===== config.mk =====
export PLATFORM = sky130hd
export DESIGN_NAME = pwm_offtime_ctrl
export DESIGN_NICKNAME = d
export VERILOG_FILES = /design/src/rtl/pwm_offtime_pkg.sv /design/src/rtl/pwm_interval_calc.sv /design/src/rtl/pwm_tick_counter.sv /design/src/rtl/pwm_chop_fsm.sv /design/src/rtl/pwm_offtime_ctrl.sv
export SDC_FILE = /design/constraint.sdc
export NUM_CORES = 1
export LEC_CHECK = 0
export BUFFER_PORTS_ARGS = -buffer_cell sky130_fd_sc_hd__clkbuf_2
export CAP_MARGIN = 40
export CORE_MARGIN = 1.5
export CORE_UTILIZATION = 30
export DETAILED_ROUTE_END_ITERATION = 8
export SLEW_MARGIN = 40
export SYNTH_ARGS = -nofsm -noshare
export SYNTH_HDL_FRONTEND = slang
export SYNTH_SLANG_ARGS = --single-unit

===== constraint.sdc =====
create_clock -name clk -period 3.11 [get_ports clk]
set_input_delay 0.1555 -clock clk [delete_from_list [all_inputs] [get_ports clk]]
set_output_delay 0.1555 -clock clk [all_outputs]
set_load 0.05 [all_outputs]

===== src/rtl/pwm_offtime_pkg.sv =====
package pwm_offtime_pkg;

    typedef enum logic [2:0] {
        ST_IDLE     = 3'd0,
        ST_BLANK    = 3'd1,
        ST_DRIVE    = 3'd2,
        ST_OFF_FAST = 3'd3,
        ST_OFF_SLOW = 3'd4
    } chop_state_t;

    typedef enum logic [1:0] {
        DECAY_NONE = 2'b00,
        DECAY_SLOW = 2'b01,
        DECAY_FAST = 2'b10
    } decay_t;

endpackage


===== src/rtl/pwm_interval_calc.sv =====
// Converts programmed fields into terminal counts (length - 1).
module pwm_interval_calc #(
    parameter int unsigned OFF_W     = 5,
    parameter int unsigned FAST_W    = 4,
    parameter int unsigned BCODE_W   = 2,
    parameter int unsigned SCALE     = 8,
    parameter int unsigned CNT_W     = 8,
    parameter int unsigned BLANK_TBL [2**BCODE_W] = '{4, 6, 12, 24}
) (
    input  logic [BCODE_W-1:0] blank_code,
    input  logic [OFF_W-1:0]   off_code,
    input  logic [FAST_W-1:0]  fast_code,
    output logic [CNT_W-1:0]   off_last,
    output logic [CNT_W-1:0]   fast_last,
    output logic [CNT_W-1:0]   blank_last
);
    int unsigned off_len;
    int unsigned fast_len;
    int unsigned blank_len;

    always_comb begin
        // length = SCALE*(1+field) - 1, terminal = length - 1
        off_len    = (SCALE * (int'(off_code) + 1)) - 1;
        fast_len   = (SCALE * (int'(fast_code) + 1)) - 1;
        blank_len  = BLANK_TBL[blank_code];
        off_last   = CNT_W'(off_len - 1);
        fast_last  = CNT_W'(fast_len - 1);
        blank_last = CNT_W'(blank_len - 1);
    end
endmodule


===== src/rtl/pwm_tick_counter.sv =====
// Saturating tick counter shared by blank, off and fast intervals.
module pwm_tick_counter #(
    parameter int unsigned CNT_W = 8
) (
    input  logic             clk,
    input  logic             rst,
    input  logic             restart,
    input  logic             tick,
    output logic [CNT_W-1:0] count
);
    localparam logic [CNT_W-1:0] CNT_MAX = {CNT_W{1'b1}};

    always_ff @(posedge clk) begin
        if (rst || restart) begin
            count <= '0;
        end else if (tick && (count != CNT_MAX)) begin
            count <= count + 1'b1;
        end
    end
endmodule


===== src/rtl/pwm_chop_fsm.sv =====
// Chopper state machine: state register plus next-state logic.
module pwm_chop_fsm
    import pwm_offtime_pkg::*;
(
    input  logic        clk,
    input  logic        rst,
    input  logic        tick,
    input  logic        trip,
    input  logic        evt,
    input  logic        mixed,
    input  logic        blank_hit,
    input  logic        off_hit,
    input  logic        fast_hit,
    output chop_state_t state_q,
    output logic        restart
);
    chop_state_t state_n;
    logic        keeps_count;

    always_comb begin
        state_n = state_q;
        if (evt) begin
            state_n = ST_BLANK;                       // evt_restart
        end else if (tick) begin
            unique case (state_q)
                ST_IDLE:     state_n = ST_IDLE;
                ST_BLANK:    if (blank_hit) state_n = ST_DRIVE;   // blank_done
                ST_DRIVE:    if (trip) state_n = mixed ? ST_OFF_FAST : ST_OFF_SLOW;
                ST_OFF_FAST: begin
                    if (off_hit)       state_n = ST_BLANK;        // off_done
                    else if (fast_hit) state_n = ST_OFF_SLOW;     // fast_done
                end
                ST_OFF_SLOW: if (off_hit) state_n = ST_BLANK;     // off_done
                default:     state_n = ST_IDLE;
            endcase
        end
    end

    // The off-time count runs on across the fast-to-slow boundary.
    assign keeps_count = (state_q == ST_OFF_FAST) && (state_n == ST_OFF_SLOW);
    assign restart     = evt || ((state_n != state_q) && !keeps_count);

    always_ff @(posedge clk) begin
        if (rst) begin
            state_q <= ST_IDLE;
        end else begin
            state_q <= state_n;
        end
    end
endmodule


===== src/rtl/pwm_offtime_ctrl.sv =====
module pwm_offtime_ctrl
    import pwm_offtime_pkg::*;
#(
    parameter int unsigned OFF_W   = 5,
    parameter int unsigned FAST_W  = 4,
    parameter int unsigned BCODE_W = 2,
    parameter int unsigned SCALE   = 8,
    parameter int unsigned BLANK_TBL [2**BCODE_W] = '{4, 6, 12, 24}
) (
    input  logic               clk,
    input  logic               rst,
    input  logic               osc_tick,
    input  logic               trip,
    input  logic [BCODE_W-1:0] blank_code,
    input  logic [OFF_W-1:0]   off_code,
    input  logic [FAST_W-1:0]  fast_code,
    input  logic               mixed_sel,
    input  logic               chop_evt,
    input  logic               phase_evt,
    output logic               src_en,
    output logic [1:0]         decay
);
    localparam int unsigned OFF_SPAN = SCALE * (2 ** OFF_W);
    localparam int unsigned CNT_W    = $clog2(OFF_SPAN);

    logic [CNT_W-1:0] off_last;
    logic [CNT_W-1:0] fast_last;
    logic [CNT_W-1:0] blank_last;
    logic [CNT_W-1:0] count;
    logic             restart;
    logic             evt;
    chop_state_t      state_q;

    assign evt = chop_evt || phase_evt;

    pwm_interval_calc #(
        .OFF_W     (OFF_W),
        .FAST_W    (FAST_W),
        .BCODE_W   (BCODE_W),
        .SCALE     (SCALE),
        .CNT_W     (CNT_W),
        .BLANK_TBL (BLANK_TBL)
    ) u_calc (
        .blank_code (blank_code),
        .off_code   (off_code),
        .fast_code  (fast_code),
        .off_last   (off_last),
        .fast_last  (fast_last),
        .blank_last (blank_last)
    );

    pwm_tick_counter #(.CNT_W(CNT_W)) u_cnt (
        .clk     (clk),
        .rst     (rst),
        .restart (restart),
        .tick    (osc_tick),
        .count   (count)
    );

    pwm_chop_fsm u_fsm (
        .clk       (clk),
        .rst       (rst),
        .tick      (osc_tick),
        .trip      (trip),
        .evt       (evt),
        .mixed     (mixed_sel),
        .blank_hit (count == blank_last),
        .off_hit   (count == off_last),
        .fast_hit  (count == fast_last),
        .state_q   (state_q),
        .restart   (restart)
    );

    // Moore output decode
    always_comb begin
        src_en = 1'b0;
        decay  = DECAY_NONE;
        unique case (state_q)
            ST_IDLE:     ;
            ST_BLANK:    src_en = 1'b1;
            ST_DRIVE:    src_en = 1'b1;
            ST_OFF_FAST: decay  = DECAY_FAST;
            ST_OFF_SLOW: decay  = DECAY_SLOW;
            default:     ;
        endcase
    end
endmodule


# --- Yosys cells after proc, flatten, opt, wreduce, memory -nomap -nowiden ---
# Index checks and enable logic that the tools add are counted.
totals:
  reg_bits: 11
  output_inout_bits: 3
  word_cells: 44
classes:
  add_sub_neg: 8
  n_lt_le_gt_ge: 1
  muxes: 14
  n_eq_ne: 10
  n_bitwise: 1
  n_reduce_logical: 8
ops:
  columns: ["cell", "count"]
  rows:
  - ["binary-select mux 32 bit (select 2 bit)", 1]
  - ["subtractor 8 x 1 -> 8 bit, second input constant", 5]
  - ["== test 8 bit", 3]
  - ["two-way mux 3 bit", 8]
  - ["two-way mux 8 bit", 2]
  - ["one-hot mux 3 bit (4 select lines)", 1]
  - ["adder 8 x 1 -> 8 bit, second input constant", 1]
  - ["inequality test 8 bit, second input constant", 1]
  - ["== test 3 x 2 -> 1 bit, second input constant", 2]
  - ["== test 3 bit, second input constant", 2]
  - ["adder 4 x 1 -> 5 bit, second input constant", 1]
  - ["adder 5 x 1 -> 5 bit, second input constant", 1]
  - ["one-hot mux 2 bit (2 select lines)", 1]
  - ["== test 3 x 1 -> 1 bit, second input constant", 1]
  - [">= comparator 3 bit, second input constant", 1]
  - ["logical AND 1 bit", 3]
  - ["logical OR 1 bit", 3]
  - ["inequality test 3 bit", 1]
  - ["NOT 2 -> 3 bit", 1]
  - ["OR reduction 2 bit", 1]
  - ["zero test 1 bit", 1]
  - ["two-way mux 1 bit", 1]

# --- Depth between registers and ports, before layout ---
# Gate-level depths: netlist (run 1).
depth:
  depth_word: 16
  depth_mapped: 9

# --- Modules after synthesis ---
# From an unflattened synthesis (run 1), not the netlist that was laid out.
hier_totals:
  cells_unflattened: 187
  area_unflattened_um2: 1482.7
modules_own_cells:
  columns: ["module", "area_each_um2", "instances", "cells_per_inst"]
  rows:
  - ["pwm_interval_calc", 456.7, 1, 61]
  - ["pwm_tick_counter", 421.7, 1, 48]
  - ["pwm_chop_fsm", 311.5, 1, 39]
  - ["pwm_offtime_ctrl", 292.8, 1, 39]

# --- Worst setup path before layout (run 1) ---
# Ideal clock, no wire load.
synth_timing:
  path_type: "register -> register"
  start: "reg u_fsm.state_q[1]"
  end: "reg u_cnt.count[1]"
  stages_incl_launch_ff: 8
  setup_slack_ns: 0.281
  t_required_ns: 2.968
  arrival_ns: 2.687
  path_cell_list: "dfxtp_1 -> clkbuf_1 -> inv_1 -> nor3_1 -> o21a_1 -> a211oi_1 -> nor4bb_1 -> nor3_1"
synth_between:
  elab_chain_len: 11
  word_cells_on_any_way: 19
  classes_between: "eq/ne: 6; mux: 8; reduce/logical: 5"
synth_rtl:
  columns: ["item", "line_no", "text"]
  rows:
  - ["from (decl)", "pwm_chop_fsm.sv:14", "output chop_state_t state_q,"]
  - ["from (signal assigned)", "pwm_chop_fsm.sv:47", "state_q <= state_n;"]
  - ["two-way mux 3 bit", "pwm_chop_fsm.sv:31", "else if (fast_hit) state_n = ST_OFF_SLOW;"]
  - ["two-way mux 3 bit", "pwm_chop_fsm.sv:30", "if (off_hit) state_n = ST_BLANK;"]
  - ["one-hot mux 3 bit (4 select lines)", "pwm_chop_fsm.sv:25", "unique case (state_q)"]
  - ["two-way mux 3 bit", "pwm_chop_fsm.sv:24", "end else if (tick) begin"]
  - ["two-way mux 3 bit", "pwm_chop_fsm.sv:22", "if (evt) begin"]
  - ["== test 3 bit", "pwm_chop_fsm.sv:40", "assign keeps_count = (state_q == ST_OFF_FAST) && (state_n == ST_OFF_SLOW);"]
  - ["logical AND 1 bit", "pwm_chop_fsm.sv:40", null]
  - ["zero test 1 bit", "pwm_chop_fsm.sv:41", "assign restart = evt || ((state_n != state_q) && !keeps_count);"]
  - ["logical AND 1 bit *", "pwm_chop_fsm.sv:41", null]
  - ["logical OR 1 bit *", "pwm_chop_fsm.sv:41", null]
  - ["logical OR 1 bit *", "pwm_tick_counter.sv:14", "if (rst || restart) begin"]
  - ["to (signal assigned)", "pwm_tick_counter.sv:17", "count <= count + 1'b1;"]
  - ["to (decl)", "pwm_tick_counter.sv:9", "output logic [CNT_W-1:0] count"]
# Every way passes the cells marked *; elsewhere a longest branch is shown, timed or not.
# A chain may end at the register's enable or synchronous reset.

# --- Worst setup path in the final report (run 1) ---
layout_timing:
  start: "reg u_cnt.count[1]"
  end: "reg u_cnt.count[2]"
layout_between:
  elab_chain_len: 12
  word_cells_on_any_way: 20
  classes_between: "add/sub: 1; eq/ne: 6; mux: 7; reduce/logical: 6"
layout_rtl:
  columns: ["item", "line_no", "text"]
  rows:
  - ["== test 8 bit", "pwm_offtime_ctrl.sv:69", ".fast_hit (count == fast_last),"]
  - ["two-way mux 3 bit", "pwm_chop_fsm.sv:31", null]
  - ["two-way mux 3 bit", "pwm_chop_fsm.sv:30", null]
  - ["one-hot mux 3 bit (4 select lines)", "pwm_chop_fsm.sv:25", null]
  - ["two-way mux 3 bit", "pwm_chop_fsm.sv:24", null]
  - ["two-way mux 3 bit", "pwm_chop_fsm.sv:22", null]
  - ["== test 3 bit", "pwm_chop_fsm.sv:40", null]
  - ["logical AND 1 bit", "pwm_chop_fsm.sv:40", null]
  - ["zero test 1 bit", "pwm_chop_fsm.sv:41", null]
  - ["logical AND 1 bit", "pwm_chop_fsm.sv:41", null]
  - ["logical OR 1 bit", "pwm_chop_fsm.sv:41", null]
  - ["logical OR 1 bit", "pwm_tick_counter.sv:14", null]
# Several ways; a longest one is shown, not always the timed one.

==> results of run 1 <==
synth_stat cells, drive strengths merged (3+ instances only):
master / count
nor2: 14
dfxtp: 11
nand2: 11
xnor2: 11
nor3: 10
o21ai: 7
xor2: 7
clkbuf: 6
inv: 5
a21oi: 4
nand4: 4
nor2b: 4
buf: 3
kinds of logic (layout without fill, tap and decap cells):
family / Yosys count / after routing / synth area share, %
xor gates and xnor gates: 18 / 18 / 17.0
buffers and inverters: 14 / 30 / 6.86
adders and majority gates: 2 / 2 / 2.69
and+or+nand+nor: 52 / 52 / 28.3
DFF: 11 / 11 / 23.7
AOI/OAI and AO/OA: 27 / 27 / 21.5
power by group:
part           switching [mW]  internal, mW
registers             0.00345         0.143
clock network          0.0474        0.0496
logic                  0.0306        0.0248
metrics by stage:
step	hold slack (ns)	area, um2	power [mW]	setup WS [ns]	utilization (%)
2_1_floorplan	0.225	930	0.184	0.281	-
3_3_place_gp	0.328	1030	0.204	0.805	34.4
3_5_place_dp	0.323	1030	0.205	0.779	34.4
4_1_cts	0.0394	1060	0.303	0.765	35.3
5_1_grt	0.0442	1060	0.320	0.557	35.3
6_report	0.0503	1060	0.299	0.773	35.3
routing by layer:
metal | GRT usage [%] | share of wire [%] | vias to the layer above
met1 | 18.1 | 46 | 425
met3 | 3.96 | 4.8 | 0
met5 | 0 | 0 | -
met2 | 24.6 | 50 | 18
met4 | 2.27 | 0 | 0
li1 | - | - | 471
flip-flops by register name, summed over array words and instances, names as in the netlist:
| signal | cells |
|---|---|
| u_fsm.state_q | 3 |
| u_cnt.count | 8 |
final cells by class:
type | count | area, um2
Clock buffer | 4 | 26.3
Timing Repair Buffer | 21 | 108
Fill cell | 331 | 1940
Sequential cell | 11 | 220
Inverter | 5 | 18.8
Tap cell | 33 | 41.3
Multi-Input combinational cell | 99 | 646
worst paths after layout:
| check | startpoint | to | slack (ns) | depth (start not counted) |
|---|---|---|---|---|
| max | u_cnt.count[1] | u_cnt.count[2] | 0.77 | 7 |
| min reg2reg | u_fsm.state_q[1] | u_fsm.state_q[1] | 0.60 | 2 |
| max reg2reg | u_cnt.count[1] | u_cnt.count[2] | 0.77 | 7 |
| min | rst | u_fsm.state_q[0] | 0.05 | 2 |
==> results.md, run 1 <==
- Outcome: complete, no violations
- Antenna violations before repair: 0
- Post-layout min period: 2.34 ns
- Synthesized cell area: 930 um2
- Largest net degree at the start of global routing: 13
- Tcrit/Tclk final: 75.1%
- Worst path cell trace: ha_1 > nand2_1 > or4_1 > o21a_1 > a211o_1 > a32oi_4 > nor3_1
- Power Dens Cells: 282 nW/um2
- Pre-antenna DRT Iters: 4
- Most frequent cells in the layout: clkbuf_2, nor2_1, xnor2_1, nand2_1, dfxtp_1
- Routability Congestion: 0.847
- Antenna-violating nets left: 0
- Worst Tran Pin Value: 0.669 ns
- CTS H-Tree Depth: 1
- Crit path kind: reg -> reg
- Via density: 5.28
- Crit path buf inv count: 0
- Total CTS buffers: 3
- Top-area cell type share of the netlist area: 23.7%
- CP max stage delay: 0.53 ns
- Post-route insts no fill: 173
- Full die area: 3440 um2
- Critical path startpoint category: flop
- WL/cell: 12.7 um
- WP data required: 3.25 ns
- Dpl cells: 169
- GRT Overall Usage: 14.3%
- CORE AREA: 3000 um2
- DR iter-0 viols: 23
- Post-CTS Setup Repair Bufs: 0
- Post-synth EDFFs: 0
- Max Root-Sink Buffers: 2
- GRT Residual Overflow: 0
- Ys flop type: dfxtp_1
- Slew Limit Headroom: 55.0%
- CTS tree: yes
- Synthesis-to-finish area growth: 14.0%
- Synth cell types: 37
- Root buf cell: clkbuf_4
- Die width: 58.7 um
- Sequential area share after synthesis: 23.7%
- Number of global-route vias before repair: 907
- Crit-path leading delay family: compound AO/OA/AOI/OAI gates
- CTS clk-pin slew, worst paths: 0.07 ns
- DRC Markers: 0
- Final #Nets: 161
- Flops & latches, synth: 11
- Crit-path max FO: 8
- Leakage: 0.381 nW
- # setup viols final: 0
- Yosys warns: 0
- Hold-fix buffers at CTS: 0
- Synth area leader: dfxtp_1
- Top post-synthesis cells by area: dfxtp_1, xnor2_1, xor2_1
- Final HPWL DP: 1780 um
- Total negative slack: 0 ns
- I/O Buffers: 20
- Layout cells sized above 1: 17.9%
- Syn Inst Count: 124
- Layout Skew: 0.00444 ns
- Die H: 58.7 um
- RSZ-0062 raised after global routing: false
- Via count: 914
- Final wirelength: 2200 um
- CP endpoint kind: flop
- Antenna diodes: 0
- Final slew viol count: 0
- Post_cts resized: 0
- Syn Nets: 144
- Mean post-synth cell area: 7.50 um2
- Crit path DAT: 2.48 ns
- Clk sinks: 11
- Synth async-reset ratio: 0%
- Final hold violations: 0
- Most common cell after layout, fill and taps aside: clkbuf_2
- Row cnt: 20
- Max_cap viols: 0
- Initial Utilization: 31.0%
- FMAX: 428 MHz
- # IOs: 21
- Peak VDD IR: 0.228 mV
- Hold/Removal Path Class: in -> reg
- First-pass GRT wire length: 3860 um
- Max stage delay cell, worst path: or4_1
- Worst skew pair latency: 0.27 ns
(Power assumes the default switching activity.)
==> run 2: changes to the inputs <==
==> constraint.sdc (replaced) <==
create_clock -name clk -period 1.9 [get_ports clk]
set_input_delay 0.095 -clock clk [delete_from_list [all_inputs] [get_ports clk]]
set_output_delay 0.095 -clock clk [all_outputs]
set_load 0.05 [all_outputs]
==> run 2 against run 1 <==
Effect of this change: the flow now finishes with violations (negative setup slack); cell area up 28%; total power is 79% higher; via count is 13% higher; routed wire length grew 19%; register-to-register slack worse by 1.0 ns; first-iteration DRC count rose by 4.3%; clock power increased by 81%; maximum frequency increased by 7.4%.
==> results.md, run 2 (synthesis gave the netlist of run 1 again) <==
- Outcome: finished with violations (was complete, no violations)
- Failing checks: negative setup slack
- Metal1 wirelength: 1150 um (was 1000 um)
- Die width: 58.7 um (unchanged)
- Tcrit/Tclk final: 114% (was 75.1%)
- Synthesis-to-finish area growth: 45.4% (was 14.0%)
- Root buf cell: clkbuf_4 (unchanged)
- Max Root-Sink Buffers: 2 (unchanged)
- Routed wl met3: 95 um (was 106 um)
- Post-layout min period: 2.18 ns (was 2.34 ns)
- Antenna-violating nets left: 0 (unchanged)
- Antenna diodes: 0 (unchanged)
- FMAX: 460 MHz (was 428 MHz)
- Pre-antenna DRT Iters: 5 (was 4)
- CTS H-Tree Depth: 1 (unchanged)
- Routability Congestion: 0.865 (was 0.847)
- Full die area: 3440 um2 (unchanged)
- CTS tree: yes (unchanged)
- DR iter-0 viols: 24 (was 23)
- Row cnt: 20 (unchanged)
- Total negative slack: -2.13 ns (was 0 ns)
- CP endpoint kind: flop (unchanged)
- Setup WS post-layout: -0.275 ns (was 0.773 ns)
- CTS clk-pin slew, worst paths: 0.09 ns (was 0.07 ns)
- Crit path DAT: 2.34 ns (was 2.48 ns)
- Top sig layer: met4 (was met3)
- Biggest register: u_cnt.count (unchanged)
- Initial Utilization: 31.0% (unchanged)
- Number of global-route vias before repair: 1023 (was 907)
- Final slew viol count: 0 (unchanged)
- Antenna violations before repair: 0 (unchanged)
- Post-route insts no fill: 201 (was 173)
- Final hold violations: 0 (unchanged)
- First-pass GRT wire length: 4460 um (was 3860 um)
- Hold slack: 0.0940 ns (was 0.0503 ns)
- Hold/Removal Path Class: in -> reg (unchanged)
- Via density: 5.15 (was 5.28)
- GRT Residual Overflow: 0 (unchanged)
- Clk sinks: 11 (unchanged)
- Layout Skew: 0.0125 ns (was 0.00444 ns)
- Met2 WL: 1330 um (was 1090 um)
- Layout cells sized above 1: 39.3% (was 17.9%)
- Final HPWL DP: 2040 um (was 1780 um)
- Largest register FFs: 8 (unchanged)
- Critical path startpoint category: flop (unchanged)
- Final Cell Area: 1350 um2 (was 1060 um2)
- Leakage: 0.552 nW (was 0.381 nW)
- Total CTS buffers: 3 (unchanged)
- Dpl cells: 192 (was 169)
- Worst Tran Pin Value: 0.490 ns (was 0.669 ns)
- # setup viols final: 9 (was 0)
- I/O Buffers: 20 (unchanged)
- Final wirelength: 2610 um (was 2200 um)
- Die H: 58.7 um (unchanged)
- Crit-path max FO: 8 (unchanged)
- Most common cell after layout, fill and taps aside: buf_4 (was clkbuf_2)
- DRC Markers: 0 (unchanged)
- Largest regs: u_cnt.count: 8 flops, u_fsm.state_q: 3 flops (unchanged)
- WP data required: 2.06 ns (was 3.25 ns)
- Largest net degree at the start of global routing: 13 (unchanged)
- WL/cell: 13.0 um (was 12.7 um)
- Most frequent cells in the layout: buf_4, clkbuf_2, nor2_1 (was clkbuf_2, nor2_1, xnor2_1, nand2_1, dfxtp_1)
- RSZ-0062 raised after global routing: true (was false)
- Power Dens Cells: 396 nW/um2 (was 282 nW/um2)
- Max_cap viols: 0 (unchanged)
- Fillers: 313 (was 331)
- Peak VDD IR: 0.303 mV (was 0.228 mV)
- Final #Nets: 189 (was 161)
- Crit path kind: reg -> reg (unchanged)
- GRT Overall Usage: 16.9% (was 14.3%)
- CORE AREA: 3000 um2 (unchanged)
- Slew Limit Headroom: 66.9% (was 55.0%)
- Via count: 1036 (was 914)
- # IOs: 21 (unchanged)
- Post-DP Area: 1220 um2 (was 1030 um2)
- Worst skew pair latency: 0.28 ns (was 0.27 ns)
[run 2: final cells by class]
| type | instances | area (um2) | share of cell area [%] |
|---|---|---|---|
| tap | 33 | 41.3 | 3.06 |
| clock buffer | 4 | 26.3 | 1.94 |
| timing repair buffer | 49 | 333 | 24.6 |
| multi-input combinational | 99 | 707 | 52.3 |
| inverter | 5 | 18.8 | 1.39 |
| sequential | 11 | 225 | 16.7 |
[run 2: layer usage]
layer	global-route usage, %	vias up
li1	-	529
met1	19.2	466
met2	31.0	31
met3	2.86	10
met4	6.82	0
met5	0	-
[run 2: power breakdown]
group	leakage, nW	total (mW)	internal [mW]	switching, mW
sequential	0.0911	0.236	0.233	0.00217
clock	0.0150	0.176	0.0814	0.0941
combinational	0.446	0.124	0.0600	0.0640
[run 2: path summary, 6_finish.rpt]
check	from	end	slack, ns	cells after the start
max reg2reg	u_cnt.count[6]	u_cnt.count[1]	-0.28	7
min reg2reg	u_cnt.count[5]	u_cnt.count[5]	0.64	3
min	chop_evt	u_fsm.state_q[0]	0.09	3
max	u_cnt.count[6]	u_cnt.count[1]	-0.28	7
[run 2: stage by stage]
| stage | setup slack [ns] | utilization, % | total power, mW |
|---|---|---|---|
| final | -0.275 | 45.0 | 0.535 |
| after global routing | -0.350 | 45.0 | 0.566 |
| after CTS | -0.289 | 45.0 | 0.536 |
| after detailed placement | -0.391 | 40.6 | 0.353 |
| after global placement | -0.368 | 40.6 | 0.350 |
| after floorplan | -0.245 | - | 0.302 |
[run 2: worst max-delay path, stage by stage (launching register included)]
cell and delay, ns:
dfxtp_2 0.34, xor2_1 0.13, or4_4 0.57, o21a_1 0.22, a211o_1 0.33, a32oi_4 0.26, buf_12 0.16, nor3_2 0.04
[run 2: repair_timing]
item	CTS	global route
gates resized for setup	13	1
setup endpoints to repair	10	10
buffers inserted	4	0
pin swaps	8	5
hold buffers	1	0
hold endpoints to repair	1	0
==> run 3: changes to the inputs <==
--- a/config.mk
+++ b/config.mk
@@ -10,6 +10,7 @@
 export CORE_MARGIN = 1.5
 export CORE_UTILIZATION = 30
 export DETAILED_ROUTE_END_ITERATION = 8
+export MAX_ROUTING_LAYER = met4
 export SLEW_MARGIN = 40
 export SYNTH_ARGS = -nofsm -noshare
 export SYNTH_HDL_FRONTEND = slang
==> run 3 against run 2 <==
Effect of this change: the run still ends with negative setup slack left; maximum frequency unchanged; total power unchanged; clock power about the same; via count unchanged; final cell count unchanged; register-to-register slack about the same; non-clock buffer count unchanged; cell area unchanged; sequential share of layout area unchanged; clock-buffer cell count unchanged; critical path depth unchanged; clock skew unchanged; highest routed layer unchanged.
==> results.md, run 3 (synthesis gave the netlist of run 1 again) <==
- Post-DP Area: 1220 um2 (unchanged)
- Crit-path max FO: 8 (unchanged)
- WP data required: 2.06 ns (about the same)
- CORE AREA: 3000 um2 (unchanged)
- Total power: 535 uW (unchanged)
- Worst Tran Pin Value: 0.490 ns (unchanged)
- Outcome: finished with violations (unchanged)
- Max Root-Sink Buffers: 2 (unchanged)
- Finished Core Util: 45.0% (unchanged)
- RSZ-0062 raised after global routing: true (unchanged)
- Layout cells sized above 1: 39.3% (unchanged)
- Reg2reg path depth: 7 (unchanged)
- CTS tree: yes (unchanged)
- Antenna-violating nets left: 0 (unchanged)
- Root buf cell: clkbuf_4 (unchanged)
- Die H: 58.7 um (unchanged)
- Die width: 58.7 um (unchanged)
- Final #Nets: 189 (unchanged)
- Worst R2R Start: u_cnt.count[6] (unchanged)
- Layout Skew: 0.0125 ns (unchanged)
- Tcrit/Tclk final: 114% (about the same)
- Final Cell Area: 1350 um2 (unchanged)
- Pre-antenna DRT Iters: 5 (unchanged)
- First-pass GRT wire length: 4470 um (was 4460 um)
- Peak VDD IR: 0.303 mV (unchanged)
- Clk sinks: 11 (unchanged)
- # setup viols final: 9 (unchanged)
- Leakage: 0.552 nW (unchanged)
- CP endpoint kind: flop (unchanged)
- WL/cell: 13.0 um (unchanged)
- Final wirelength: 2610 um (unchanged)
- Biggest register: u_cnt.count (unchanged)
- Critical path startpoint category: flop (unchanged)
- Hold/Removal Path Class: in -> reg (unchanged)
- Post-route insts no fill: 201 (unchanged)
- Crit path kind: reg -> reg (unchanged)
- Fillers: 313 (unchanged)
- Crit path DAT: 2.34 ns (about the same)
- Max_cap viols: 0 (unchanged)
- CTS clk-pin slew, worst paths: 0.09 ns (about the same)
- R2r setup slk: -0.28 ns (about the same)
- Antenna diodes: 0 (unchanged)
- Failing checks: negative setup slack (unchanged)
- Slew Limit Headroom: 66.9% (unchanged)
- Initial Utilization: 31.0% (unchanged)
- Synthesis-to-finish area growth: 45.4% (unchanged)
- # IOs: 21 (unchanged)
- I/O Buffers: 20 (unchanged)
- Max stage delay cell, worst path: or4_4 (unchanged)
- Total CTS buffers: 3 (unchanged)
- Worst path cell trace: xor2_1 > or4_4 > o21a_1 > a211o_1 > a32oi_4 > buf_12 > nor3_2 (unchanged)
- Number of global-route vias before repair: 1023 (unchanged)
- CTS H-Tree Depth: 1 (unchanged)
- GRT Overall Usage: 17.4% (was 16.9%)
- Largest regs: u_cnt.count: 8 flops, u_fsm.state_q: 3 flops (unchanged)
- Final hold violations: 0 (unchanged)
- Dpl cells: 192 (unchanged)
- FMAX: 460 MHz (unchanged)
- FF-to-FF End: u_cnt.count[1] (unchanged)
- HP Start: chop_evt (unchanged)
- GRT Residual Overflow: 0 (unchanged)
- Via count: 1036 (unchanged)
- Routability Congestion: 0.879 (was 0.865)
- DRC Markers: 0 (unchanged)
- DR iter-0 viols: 24 (unchanged)
- Hold Path Stages: 3 (unchanged)
- Most common cell after layout, fill and taps aside: buf_4 (unchanged)
- Final HPWL DP: 2040 um (unchanged)
- Row cnt: 20 (unchanged)
- Final slew viol count: 0 (unchanged)
- Setup WS post-layout: -0.275 ns (about the same)
- WHS Endpoint: u_fsm.state_q[0] (unchanged)
- Antenna violations before repair: 0 (unchanged)
- Post-layout min period: 2.18 ns (about the same)
- CP max stage delay: 0.57 ns (about the same)
- Via density: 5.15 (unchanged)
- Largest register FFs: 8 (unchanged)
- Power Dens Cells: 396 nW/um2 (unchanged)
- Worst skew pair latency: 0.28 ns (about the same)
- Largest net degree at the start of global routing: 13 (unchanged)
- Full die area: 3440 um2 (unchanged)
- Most frequent cells in the layout: buf_4, clkbuf_2, nor2_1 (unchanged)
[run 3: cell counts in the layout (fill, tap and decap cells not counted)]
No cell type changed its count.
[run 3: how the worst max path moves through the flow]
stage,startpoint,end,slack (ns),cells after the start
after global routing,u_cnt.count[6],u_cnt.count[1],-0.35,7
after CTS,u_cnt.count[0],u_cnt.count[1],-0.29,9
final,u_cnt.count[6],u_cnt.count[1],-0.28,7
after floorplan,u_cnt.count[6],u_cnt.count[1],-0.25,8
after global placement,u_cnt.count[0],u_cnt.count[3],-0.37,8
after detailed placement,u_cnt.count[1],u_cnt.count[3],-0.39,7
[run 3: where the power goes]
group          leakage [nW]  internal, mW  switching [mW]
clock                0.0150        0.0814          0.0941
combinational         0.446        0.0600          0.0640
sequential           0.0911         0.233         0.00217
total                 0.552         0.375           0.160
[run 3: metrics by stage]
stage | TNS, ns | hold slack [ns] | worst slack, ns
finish | -2.13 | 0.0940 | -0.275
global route | -2.85 | 0.127 | -0.350
floorplan | -1.94 | 0.164 | -0.245
global placement | -2.89 | 0.269 | -0.368
detailed placement | -3.12 | 0.271 | -0.391
CTS | -2.32 | 0.101 | -0.289
[run 3: worst max-delay path, delay by kind of cell (launching register included)]
family / cells / cell delay [ns]
AOI/OAI and AO/OA: 3 / 0.81
xor gates and xnor gates: 1 / 0.13
buffers and inverters: 1 / 0.16
DFF: 1 / 0.34
and+or+nand+nor: 2 / 0.61
[run 3: what timing repair did]
action / in CTS / in global routing
buffers inserted: 4 / 0
pin swaps: 8 / 5
hold buffers: 1 / 0
gates resized for setup: 13 / 1
hold endpoints to repair: 1 / 0
setup endpoints to repair: 10 / 10
[run 3: area by class of cell]
type                       count  area (um2)  share of cell area [%]
multi-input combinational     99         707                    52.3
timing repair buffer          49         333                    24.6
sequential                    11         225                    16.7
tap                           33        41.3                    3.06
clock buffer                   4        26.3                    1.94
inverter                       5        18.8                    1.39
[run 3: metal layers]
layer	track usage (%)	vias to the layer above	wire length [um]
met5	-	-	0
met2	31.0	31	1330
met1	19.2	466	1150
met3	2.86	10	95
met4	6.82	0	36
li1	-	529	-
